**src/rtl/qlp_pkg.sv**
```systemverilog
package qlp_pkg;

   typedef enum logic [2:0] {
      QS_IDLE  = 3'd0,
      QS_READ0 = 3'd1,
      QS_READ1 = 3'd2,
      QS_WRITE = 3'd3,
      QS_DONE  = 3'd4
   } qlp_state_e;

endpackage

```
**src/rtl/qlp_byte_rev.sv**
```systemverilog
module qlp_byte_rev #(
   parameter int DATA_W = 64,
   parameter int BYTE_W = 8
) (
   input  logic [DATA_W-1:0] din,
   output logic [DATA_W-1:0] dout
);
   localparam int NBYTES = DATA_W / BYTE_W;

   generate
      if (DATA_W % BYTE_W != 0) begin : g_bad_width
         $error("qlp_byte_rev: DATA_W must be a whole number of bytes");
      end
   endgenerate

   for (genvar b = 0; b < NBYTES; b++) begin : g_lane
      assign dout[b*BYTE_W +: BYTE_W] = din[(NBYTES-1-b)*BYTE_W +: BYTE_W];
   end

endmodule

```
**src/rtl/qlp_pair_buf.sv**
```systemverilog
module qlp_pair_buf #(
   parameter int DATA_W          = 64,
   parameter int BYTE_W          = 8,
   parameter bit SWAP_AT_CAPTURE = 1'b0
) (
   input  logic              clk,
   input  logic              rst_n,
   input  logic              cap_lo_i,
   input  logic              cap_hi_i,
   input  logic              little_end_i,
   input  logic              sel_odd_i,
   input  logic [DATA_W-1:0] rd_data_i,
   output logic [DATA_W-1:0] wr_data_o
);
   logic [DATA_W-1:0] hold_lo_q, hold_hi_q;
   logic [DATA_W-1:0] pick;
   logic              take_hi;

   // even <- hi in LE, lo in BE; odd is the other one
   assign take_hi = little_end_i ^ sel_odd_i;
   assign pick    = take_hi ? hold_hi_q : hold_lo_q;

   generate
      if (SWAP_AT_CAPTURE) begin : g_swap_in
         logic [DATA_W-1:0] rd_rev, cap_val;
         qlp_byte_rev #(.DATA_W(DATA_W), .BYTE_W(BYTE_W)) u_rev (
            .din  (rd_data_i),
            .dout (rd_rev)
         );
         assign cap_val = little_end_i ? rd_rev : rd_data_i;
         always_ff @(posedge clk) begin
            if (!rst_n) begin
               hold_lo_q <= '0;
               hold_hi_q <= '0;
            end else begin
               if (cap_lo_i) hold_lo_q <= cap_val;
               if (cap_hi_i) hold_hi_q <= cap_val;
            end
         end
         assign wr_data_o = pick;
      end else begin : g_swap_out
         logic [DATA_W-1:0] pick_rev;
         always_ff @(posedge clk) begin
            if (!rst_n) begin
               hold_lo_q <= '0;
               hold_hi_q <= '0;
            end else begin
               if (cap_lo_i) hold_lo_q <= rd_data_i;
               if (cap_hi_i) hold_hi_q <= rd_data_i;
            end
         end
         qlp_byte_rev #(.DATA_W(DATA_W), .BYTE_W(BYTE_W)) u_rev (
            .din  (pick),
            .dout (pick_rev)
         );
         assign wr_data_o = little_end_i ? pick_rev : pick;
      end
   endgenerate

endmodule

```
**src/rtl/qlp_ctrl.sv**
```systemverilog
module qlp_ctrl
   import qlp_pkg::*;
(
   input  logic clk,
   input  logic rst_n,
   input  logic start_i,
   input  logic reg_lsb_i,
   input  logic rd_ready_i,
   output logic accept_o,
   output logic rd_req_o,
   output logic rd_hi_o,
   output logic cap_lo_o,
   output logic cap_hi_o,
   output logic wr_en_o,
   output logic wr_odd_o,
   output logic done_o,
   output logic invalid_o
);
   qlp_state_e state_q, state_d;
   logic       phase_q, phase_d;
   logic       invalid_q;

   assign accept_o = (state_q == QS_IDLE) && start_i && !reg_lsb_i;

   always_comb begin
      state_d = state_q;
      phase_d = phase_q;
      unique case (state_q)
         QS_IDLE:  if (accept_o) state_d = QS_READ0;
         QS_READ0: if (rd_ready_i) state_d = QS_READ1;
         QS_READ1: if (rd_ready_i) begin
                      state_d = QS_WRITE;
                      phase_d = 1'b0;
                   end
         QS_WRITE: if (phase_q) begin
                      state_d = QS_DONE;
                      phase_d = 1'b0;
                   end else begin
                      phase_d = 1'b1;
                   end
         QS_DONE:  state_d = QS_IDLE;
         default:  state_d = QS_IDLE;
      endcase
   end

   always_ff @(posedge clk) begin
      if (!rst_n) begin
         state_q   <= QS_IDLE;
         phase_q   <= 1'b0;
         invalid_q <= 1'b0;
      end else begin
         state_q   <= state_d;
         phase_q   <= phase_d;
         invalid_q <= (state_q == QS_IDLE) && start_i && reg_lsb_i;
      end
   end

   assign rd_req_o  = (state_q == QS_READ0) || (state_q == QS_READ1);
   assign rd_hi_o   = (state_q == QS_READ1);
   assign cap_lo_o  = (state_q == QS_READ0) && rd_ready_i;
   assign cap_hi_o  = (state_q == QS_READ1) && rd_ready_i;
   assign wr_en_o   = (state_q == QS_WRITE);
   assign wr_odd_o  = phase_q;
   assign done_o    = (state_q == QS_DONE);
   assign invalid_o = invalid_q;


   read0_entry_chk: assert property (@(posedge clk) disable iff (!rst_n)
      (state_q == QS_READ0) |-> ($past(state_q) == QS_IDLE || $past(state_q) == QS_READ0));


   done_pulse_chk: assert property (@(posedge clk) disable iff (!rst_n)
      done_o |=> !done_o);


   write_pair_chk: assert property (@(posedge clk) disable iff (!rst_n)
      (wr_en_o && !wr_odd_o) |=> (wr_en_o && wr_odd_o));


   invalid_quiet_chk: assert property (@(posedge clk) disable iff (!rst_n)
      invalid_o |-> (!rd_req_o && !wr_en_o && !done_o));

endmodule

```
**src/rtl/qlp_quad_load.sv**
```systemverilog
module qlp_quad_load #(
   parameter int DATA_W          = 64,
   parameter int ADDR_W          = 64,
   parameter int REG_W           = 5,
   parameter int BYTE_W          = 8,
   parameter bit SWAP_AT_CAPTURE = 1'b0
) (
   input  logic              clk,
   input  logic              rst_n,
   input  logic              start_i,
   input  logic [ADDR_W-1:0] ea_i,
   input  logic [REG_W-1:0]  even_reg_i,
   input  logic              little_end_i,
   output logic [ADDR_W-1:0] rd_addr_o,
   output logic              rd_req_o,
   input  logic              rd_ready_i,
   input  logic [DATA_W-1:0] rd_data_i,
   output logic              wr_en_o,
   output logic [REG_W-1:0]  wr_reg_o,
   output logic [DATA_W-1:0] wr_data_o,
   output logic              done_o,
   output logic              invalid_o
);
   localparam int DW_BYTES  = DATA_W / BYTE_W;
   localparam int QW_BYTES  = 2 * DW_BYTES;
   localparam int ALIGN_LSB = $clog2(QW_BYTES);
   localparam logic [ADDR_W-1:0] ALIGN_MASK = ~(ADDR_W'(QW_BYTES - 1));
   localparam logic [ADDR_W-1:0] HI_OFF     = ADDR_W'(DW_BYTES);

   generate
      if (DATA_W % BYTE_W != 0) begin : g_bad_data
         $error("qlp_quad_load: DATA_W must be a multiple of BYTE_W");
      end
      if ((1 << ALIGN_LSB) != QW_BYTES) begin : g_bad_pow2
         $error("qlp_quad_load: bytes per quadword must be a power of two");
      end
      if (ADDR_W <= ALIGN_LSB) begin : g_bad_addr
         $error("qlp_quad_load: ADDR_W too narrow for quadword alignment");
      end
      if (REG_W < 1) begin : g_bad_reg
         $error("qlp_quad_load: REG_W must be at least 1");
      end
   endgenerate

   logic              accept, rd_hi, cap_lo, cap_hi, wr_odd;
   logic [ADDR_W-1:0] base_q;
   logic [REG_W-1:0]  even_q;
   logic              le_q;

   qlp_ctrl u_ctrl (
      .clk        (clk),
      .rst_n      (rst_n),
      .start_i    (start_i),
      .reg_lsb_i  (even_reg_i[0]),
      .rd_ready_i (rd_ready_i),
      .accept_o   (accept),
      .rd_req_o   (rd_req_o),
      .rd_hi_o    (rd_hi),
      .cap_lo_o   (cap_lo),
      .cap_hi_o   (cap_hi),
      .wr_en_o    (wr_en_o),
      .wr_odd_o   (wr_odd),
      .done_o     (done_o),
      .invalid_o  (invalid_o)
   );

   always_ff @(posedge clk) begin
      if (!rst_n) begin
         base_q <= '0;
         even_q <= '0;
         le_q   <= 1'b0;
      end else if (accept) begin
         base_q <= ea_i & ALIGN_MASK;
         even_q <= even_reg_i;
         le_q   <= little_end_i;
      end
   end

   assign rd_addr_o = base_q | (rd_hi ? HI_OFF : '0);
   assign wr_reg_o  = even_q | REG_W'(wr_odd);

   qlp_pair_buf #(
      .DATA_W          (DATA_W),
      .BYTE_W          (BYTE_W),
      .SWAP_AT_CAPTURE (SWAP_AT_CAPTURE)
   ) u_buf (
      .clk          (clk),
      .rst_n        (rst_n),
      .cap_lo_i     (cap_lo),
      .cap_hi_i     (cap_hi),
      .little_end_i (le_q),
      .sel_odd_i    (wr_odd),
      .rd_data_i    (rd_data_i),
      .wr_data_o    (wr_data_o)
   );


   rd_hold_chk: assert property (@(posedge clk) disable iff (!rst_n)
      (rd_req_o && !rd_ready_i) |=> (rd_req_o && $stable(rd_addr_o)));


   rd_align_chk: assert property (@(posedge clk) disable iff (!rst_n)
      rd_req_o |-> (rd_addr_o[ALIGN_LSB-2:0] == '0));


   wr_reg_pair_chk: assert property (@(posedge clk) disable iff (!rst_n)
      (wr_en_o && !wr_reg_o[0]) |=> (wr_reg_o == REG_W'($past(wr_reg_o) + 1'b1)));


   wr_no_read_chk: assert property (@(posedge clk) disable iff (!rst_n)
      wr_en_o |-> !rd_req_o);

endmodule

```
**config.mk**
```make
export PLATFORM = sky130hd
export DESIGN_NAME = qlp_quad_load
export DESIGN_NICKNAME = d
export VERILOG_FILES = /design/src/rtl/qlp_pkg.sv /design/src/rtl/qlp_byte_rev.sv /design/src/rtl/qlp_pair_buf.sv /design/src/rtl/qlp_ctrl.sv /design/src/rtl/qlp_quad_load.sv
export SDC_FILE = /design/constraint.sdc
export NUM_CORES = 1
export LEC_CHECK = 0
export BUFFER_PORTS_ARGS = -buffer_cell sky130_fd_sc_hd__buf_2
export CAP_MARGIN = 20
export CORE_MARGIN = 4
export CORE_UTILIZATION = 30
export DETAILED_ROUTE_END_ITERATION = 16
export GPL_TIMING_DRIVEN = 0
export HOLD_SLACK_MARGIN = 0.06
export PLACE_DENSITY = 0.54
export RECOVER_POWER = 25
export SYNTH_ARGS = -nofsm -noshare
export SYNTH_HDL_FRONTEND = slang
export SYNTH_HIERARCHICAL = 1
export SYNTH_SLANG_ARGS = --single-unit
```
**constraint.sdc**
```tcl
create_clock -name clk -period 2 [get_ports clk]
set_input_delay 0.2 -clock clk [delete_from_list [all_inputs] [get_ports clk]]
set_output_delay 0.2 -clock clk [all_outputs]
set_load 0.005 [all_outputs]
```
==> impl_metrics.toml, run 1 <==
[grt]
global_route_wire_length_before_repair_mm = 48.2
global_route_congestion_overflow_total = 0
via_count_of_the_first_global_routing_pass = 8701
largest_net_degree_at_the_start_of_global_routing = 17
grt_antenna_before_repair = 6
grt.total_usage_pct = 16.8

[timing]
fmaxAchievable_mhz = 423
setup_tns_after_final_layout_ns = -16.04
tightestPinTransition_ns = 0.758
setup_viol_count_final = 75
grt_setup_unrepaired = "true"
fin_skew_ns = 0.0144
report.final.slew_viol_count = 0
finalCriticalPeriod_ns = 2.37
max_slew_margin_pct = 49.5
period_share_pct = 118
final-hold-violation-count = 0
worst_slack_ns = -0.365

[placement]
gpl.final_weighted_congestion = 0.847
hpwlAfterDp_mm = 22.5
port-buffer-count = 267

[layout]
fraction_of_layout_cells_with_a_size_suffix_above_1_pct = 35.3
area_delta_synth_final_pct = 45.8
num-nets-final = 1582

[clock_network]
cts-root-buf = "clkbuf_16"
cts_tree = "done"
clk_latency_ns = 0.45
ctsHtreeMaxLevel = 4
clock_buffers_created_by_tritoncts = 17
max-clock-path-buffers = 2
number_of_clock_sinks = 199
clk_pin_slew_ns = 0.07

[synthesis]
synthesis_stage_register_bit_count = 199
ys_types = 31
synth_flop_cell = "dfxtp_1"
synth_warnings = 6
synth.avg_cell_area_um2 = 10.0
synth_top_area_share_pct = 39.0
mappedNetlistArea_um2 = 10200
yosysMostFrequentCell = "mux2i_1"
post_synth_inst_count = 1019
synthDominantAreaCellType = "dfxtp_1"
synth-edff-count = 0
synth.yosys.seq_area_share_pct = 39.0
yosys-top-cells-count = "mux2i_1 (258), dfxtp_1 (199), nor2b_1 (195)"
leading_post_synthesis_cells_by_cell_area = "dfxtp_1 (39%), mux2i_1 (25%), nor2b_1 (12%)"
async_reset_ff_share_pct = 0

[critical_path]
cpMaxStageDelayCell = "dfxtp_4"
critical_path.max_fanout = 8
crit_required_ns = 1.80
largest_delay_contributor_family_on_the_critical_path = "buffers and inverters"
cp_slowest_stage_delay_ns = 0.37
crit_type = "flip-flop to output pin"
timing.critical_path.arrival_ns = 2.17
worst_setup_path_start_kind = "flip-flop"
crit_path_end_kind = "output pin"
critical_path.cell_chain = "xnor2_4 -> buf_12 -> buf_4 -> mux2_2 -> buf_4 -> nand2_1 -> o21ai_0 -> buf_2"
critical_path.most_common_cell = "buf_4"
cp.buffers_inverters = 4

[power]
worst_ir_drop_vdd_v = 0.000631
switchingPower_w = 0.00244
cell_internal_pwr_w = 0.00708
cell_area_power_density_nw_per_um2 = 639
power.clock.fraction_pct = 37.0
power.switching_fraction_pct = 25.7
pwr-share-comb_pct = 18.7
total_power_w = 0.00952
seq_power_share_pct = 44.3
power_leakage_nw = 6.07

[drt]
first_iter_violations = 254
via_count = 8417
detail_route.wirelength_mm = 31.7
post_detailed_route_wirelength_per_cell_um = 16.6
first_pass_iters = 4
avgViaCountPerCell = 4.40
drc_errors_left = 0
antenna_violating_nets_post_route = 0

[run_status]
run_status = "finished with violations"
violations = "setup timing"

[floorplanning]
die-width_um = 193
die_h_um = 193
initial_util_pct = 30.5
num_io_pins = 275
core-area_um2 = 33500
die-area_um2 = 37100
placement_rows = 67

[run]
drv_cap = 0

[hold_path]
hold_class = "primary input to flip-flop"
[worst reg2reg max path, delay by kind of cell, from the launching register on]
family | cells | cell delay [ns]
multiplexers | 1 | 0.25
flip-flops | 1 | 0.31
AND/OR/NAND/NOR | 3 | 0.34
buffers and inverters | 3 | 1.02
[registers in the layout, summed over array words and instances, names as in the netlist]
name              count
u_buf/hold_hi_q      64
u_buf/hold_lo_q      64
base_q               60
even_q                5
u_ctrl/state_q        3
le_q                  1
u_ctrl/invalid_o      1
u_ctrl/wr_odd_o       1
[worst paths after layout]
| check | from | slack [ns] | cells past startpoint | endpoint |
|---|---|---|---|---|
| max | le_q | -0.37 | 8 | wr_data_o[56] |
| min | rst_n | 0.08 | 3 | u_ctrl/wr_odd_o |
| max reg2reg | u_ctrl/state_q[0] | -0.02 | 7 | u_buf/hold_lo_q[4] |
| min reg2reg | base_q[25] | 0.51 | 2 | base_q[25] |
[cell type report]
type | instances | area [um^2]
diodes | 6 | 15.0
plain buffers | 127 | 1120
clock buffers | 26 | 489
clock inverters | 6 | 90.1
fillers | 3317 | 18600
inverters | 1 | 3.75
multi-input cells | 677 | 5750
flip-flops and latches | 199 | 3990
well taps | 448 | 561
repair buffers | 421 | 2880
[power by group through the flow]
stage / clock network (W) / logic [W] / registers [W]
3_3_place_gp: 0 / 0.00133 / 0.00430
4_1_cts: 0.00368 / 0.00172 / 0.00422
5_1_grt: 0.00381 / 0.00192 / 0.00424
3_5_place_dp: 0 / 0.00134 / 0.00431
2_1_floorplan: 0 / 0.000829 / 0.00429
6_report: 0.00352 / 0.00178 / 0.00422
[routing by layer]
layer,part of all wire (%),global-route usage (%)
met2,47,27.8
met5,0,0
met3,5.5,4.61
met1,45,21.5
met4,2.0,4.94
[placed cells by master, fill, tap and decap left out, types with 8 or more instances in the layout]
cell and count:
o21ai_1 31, nor2b_1 195, dlygate4sd3_1 131, nand2_2 32, o21ai_2 30, buf_6 48
buf_2 231, clkbuf_2 8, nand2_4 9, buf_4 46, clkbuf_1 69, clkbuf_16 18
dfxtp_1 197, nand2_1 27, mux2_4 56, mux2i_1 258, buf_12 16
[cells by family after synthesis]
kind of cell	after synthesis	synth area share, %
muxes	322	32.3
and+or+nand+nor	281	15.5
DFF	199	39.0
buffers and inverters	145	9.50
AOI/OAI and AO/OA	69	3.45
xor gates and xnor gates	2	0.245
other	1	0.0367
[through the flow]
step           cell area, um^2  utilization, %  cells  setup slack, ns  hold slack, ns
5_1_grt                  14900            44.4   1910           -0.435          0.0759
6_report                 14900            44.5   1911           -0.365          0.0817
4_1_cts                  14600            43.6   1903           -0.393          0.0605
2_1_floorplan            10200               -   1021            0.250           0.319
3_5_place_dp             12100            36.2   1736           -0.579           0.463
3_3_place_gp             12100            36.2   1736           -0.576           0.457
[what timing repair did]
action                                 in CTS  in global routing
buffers inserted                           13                 10
pin swaps                                   3                  1
setup endpoints to repair                 124                157
resized for setup                         209                116
endpoints found under the hold margin     195                  0
hold buffers                              131                  0
gates cloned                                1                  0
(Power assumes the default switching activity.)
==> run 2: changes to the inputs <==
Settings changed: GPL_ROUTABILITY_DRIVEN set to 0, PLACE_DENSITY 0.54 to 0.55.
Clock period 2 ns to 1.93 ns, I/O delays scaled along.
==> run 2 against run 1 <==
The flow still finishes with violations (setup timing). Critical endpoint is now wr_data_o[54]. Sequential share of layout area up 0.070 points. Non-clock buffer count down 5. Register-to-register slack about the same. Largest cell class unchanged. Highest routed layer unchanged.
==> impl_metrics.toml, run 2 (synthesis gave the netlist of run 1 again) <==
[critical_path]
timing.critical_path.arrival_ns = 2.15
worst-r2r-setup-slack_ns = -0.03
worst_setup_path_start_kind = "flip-flop"
critical_path.most_common_cell = "buf_12"
crit_required_ns = 1.74
crit_type = "flip-flop to output pin"
cp_slowest_stage_delay_ns = 0.37
critical_path.max_fanout = 10
cp.buffers_inverters = 4
largest_delay_contributor_family_on_the_critical_path = "buffers and inverters"
critical_path.cell_chain = "xnor2_4 -> buf_12 -> buf_12 -> mux2_4 -> buf_4 -> nand2_1 -> o21ai_1 -> buf_2"
cpMaxStageDelayCell = "dfxtp_4"
crit_path_end_kind = "output pin"

[grt]
via_count_of_the_first_global_routing_pass = 8774
grt.total_usage_pct = 16.7
largest_net_degree_at_the_start_of_global_routing = 19
grt_antenna_before_repair = 3
global_route_congestion_overflow_total = 0
global_route_wire_length_before_repair_mm = 47.7

[drt]
drc_errors_left = 0
first_pass_iters = 4
antenna_violating_nets_post_route = 0
route.met2.wl_mm = 15.3
post_detailed_route_wirelength_per_cell_um = 16.8
route.top_layer_used = "met4"
first_iter_violations = 306
met1Wirelength_mm = 14.3
via_count = 8492
avgViaCountPerCell = 4.46
route.met3.wl_mm = 1.87
detail_route.wirelength_mm = 32.0

[run_status]
run_status = "finished with violations"
violations = "setup timing"

[layout]
post-route-cell-area_um2 = 14900
fraction_of_layout_cells_with_a_size_suffix_above_1_pct = 35.5
num-nets-final = 1577
area_delta_synth_final_pct = 45.5
final-instance-count-excl-fill = 1903
mostFrequentLayoutCell = "mux2i_1"
final_cell_mix = "mux2i_1 (258), buf_2 (221), dfxtp_1 (197)"
largestRegisters = "u_buf/hold_hi_q x64, u_buf/hold_lo_q x64, base_q x60"

[power]
power_leakage_nw = 5.98
worst_ir_drop_vdd_v = 0.000632
total_power_w = 0.00995
cell_area_power_density_nw_per_um2 = 669

[hold_path]
hold_class = "primary input to flip-flop"

[timing]
fin_skew_ns = 0.0155
fin_hold_ws_ns = 0.103
final-hold-violation-count = 0
worst_slack_ns = -0.418
grt_setup_unrepaired = "true"
report.final.slew_viol_count = 0
period_share_pct = 122
tightestPinTransition_ns = 0.813
setup_tns_after_final_layout_ns = -19.76
max_slew_margin_pct = 45.8
setup_viol_count_final = 66
fmaxAchievable_mhz = 426
finalCriticalPeriod_ns = 2.35

[floorplanning]
initial_util_pct = 30.5
placement_rows = 67
num_io_pins = 275
die-area_um2 = 37100
die_h_um = 193
core-area_um2 = 33500
die-width_um = 193

[placement]
hpwlAfterDp_mm = 22.7
port-buffer-count = 267
placedCellCount = 1736
post_dp_cell_area_um2 = 12100

[run]
drv_cap = 0

[clock_network]
clk_latency_ns = 0.45
cts-root-buf = "clkbuf_16"
cts_tree = "done"
number_of_clock_sinks = 199
clock_buffers_created_by_tritoncts = 17
max-clock-path-buffers = 2
clk_pin_slew_ns = 0.07
ctsHtreeMaxLevel = 4
==> run 2: cell count changes in the layout (fill, tap and decap cells not counted), sizes merged <==
cell / before / now
diode: 6 / 3
buf: 342 / 325
clkinv: 2 / 5
clkbuf: 101 / 103
inv: 2 / 8
dlygate4sd3: 131 / 132
==> run 2: final timing paths <==
kind                      from            endpoint  cells after the start
max            u_ctrl/wr_odd_o       wr_data_o[54]                      8
min                 rd_ready_i     u_ctrl/wr_odd_o                      4
max reg2reg  u_ctrl/state_q[0]  u_buf/hold_lo_q[6]                      7
min reg2reg         base_q[26]          base_q[26]                      2
==> run 2: what timing repair did <==
action	in CTS	in global routing
gates resized for setup	169	155
hold buffers	132	0
endpoints found under the hold margin	195	0
setup endpoints to repair	164	103
buffers inserted	5	21
pin swaps	1	1
cloned	0	3
==> run 2: metrics by stage <==
stage | utilization (%) | worst slack [ns]
after floorplan | - | 0.187
after global routing | 44.3 | -0.493
after CTS | 43.2 | -0.442
after detailed placement | 36.2 | -0.650
after global placement | 36.2 | -0.678
final | 44.3 | -0.418
==> run 2: cell type report <==
type | count | area (um^2)
Antenna cell | 3 | 7.51
Clock inverter | 15 | 166
Tap cell | 448 | 561
Timing Repair Buffer | 428 | 2970
Inverter | 1 | 3.75
Clock buffer | 17 | 425
Multi-Input combinational cell | 677 | 5760
Sequential cell | 199 | 3990
Buffer | 115 | 982
Fill cell | 3284 | 18700
==> run 2: power breakdown <==
part           internal [W]  total [W]  switching (W)
registers           0.00427    0.00437       0.000107
clock network       0.00195    0.00373        0.00178
logic               0.00105    0.00185       0.000802
==> run 2: worst register-to-register path: stages (launching register included) <==
cell	delay (ns)
dfxtp_1	0.31
clkbuf_1	0.31
nand2_1	0.11
nor3_1	0.20
buf_4	0.29
clkbuf_4	0.33
mux2i_1	0.24
nor2b_1	0.07
==> run 2: per-layer routing <==
metal,vias up,global-route usage [%]
met5,-,0
met3,27,4.23
met1,4026,21.4
met4,0,4.22
li1,4216,-
met2,223,28.1
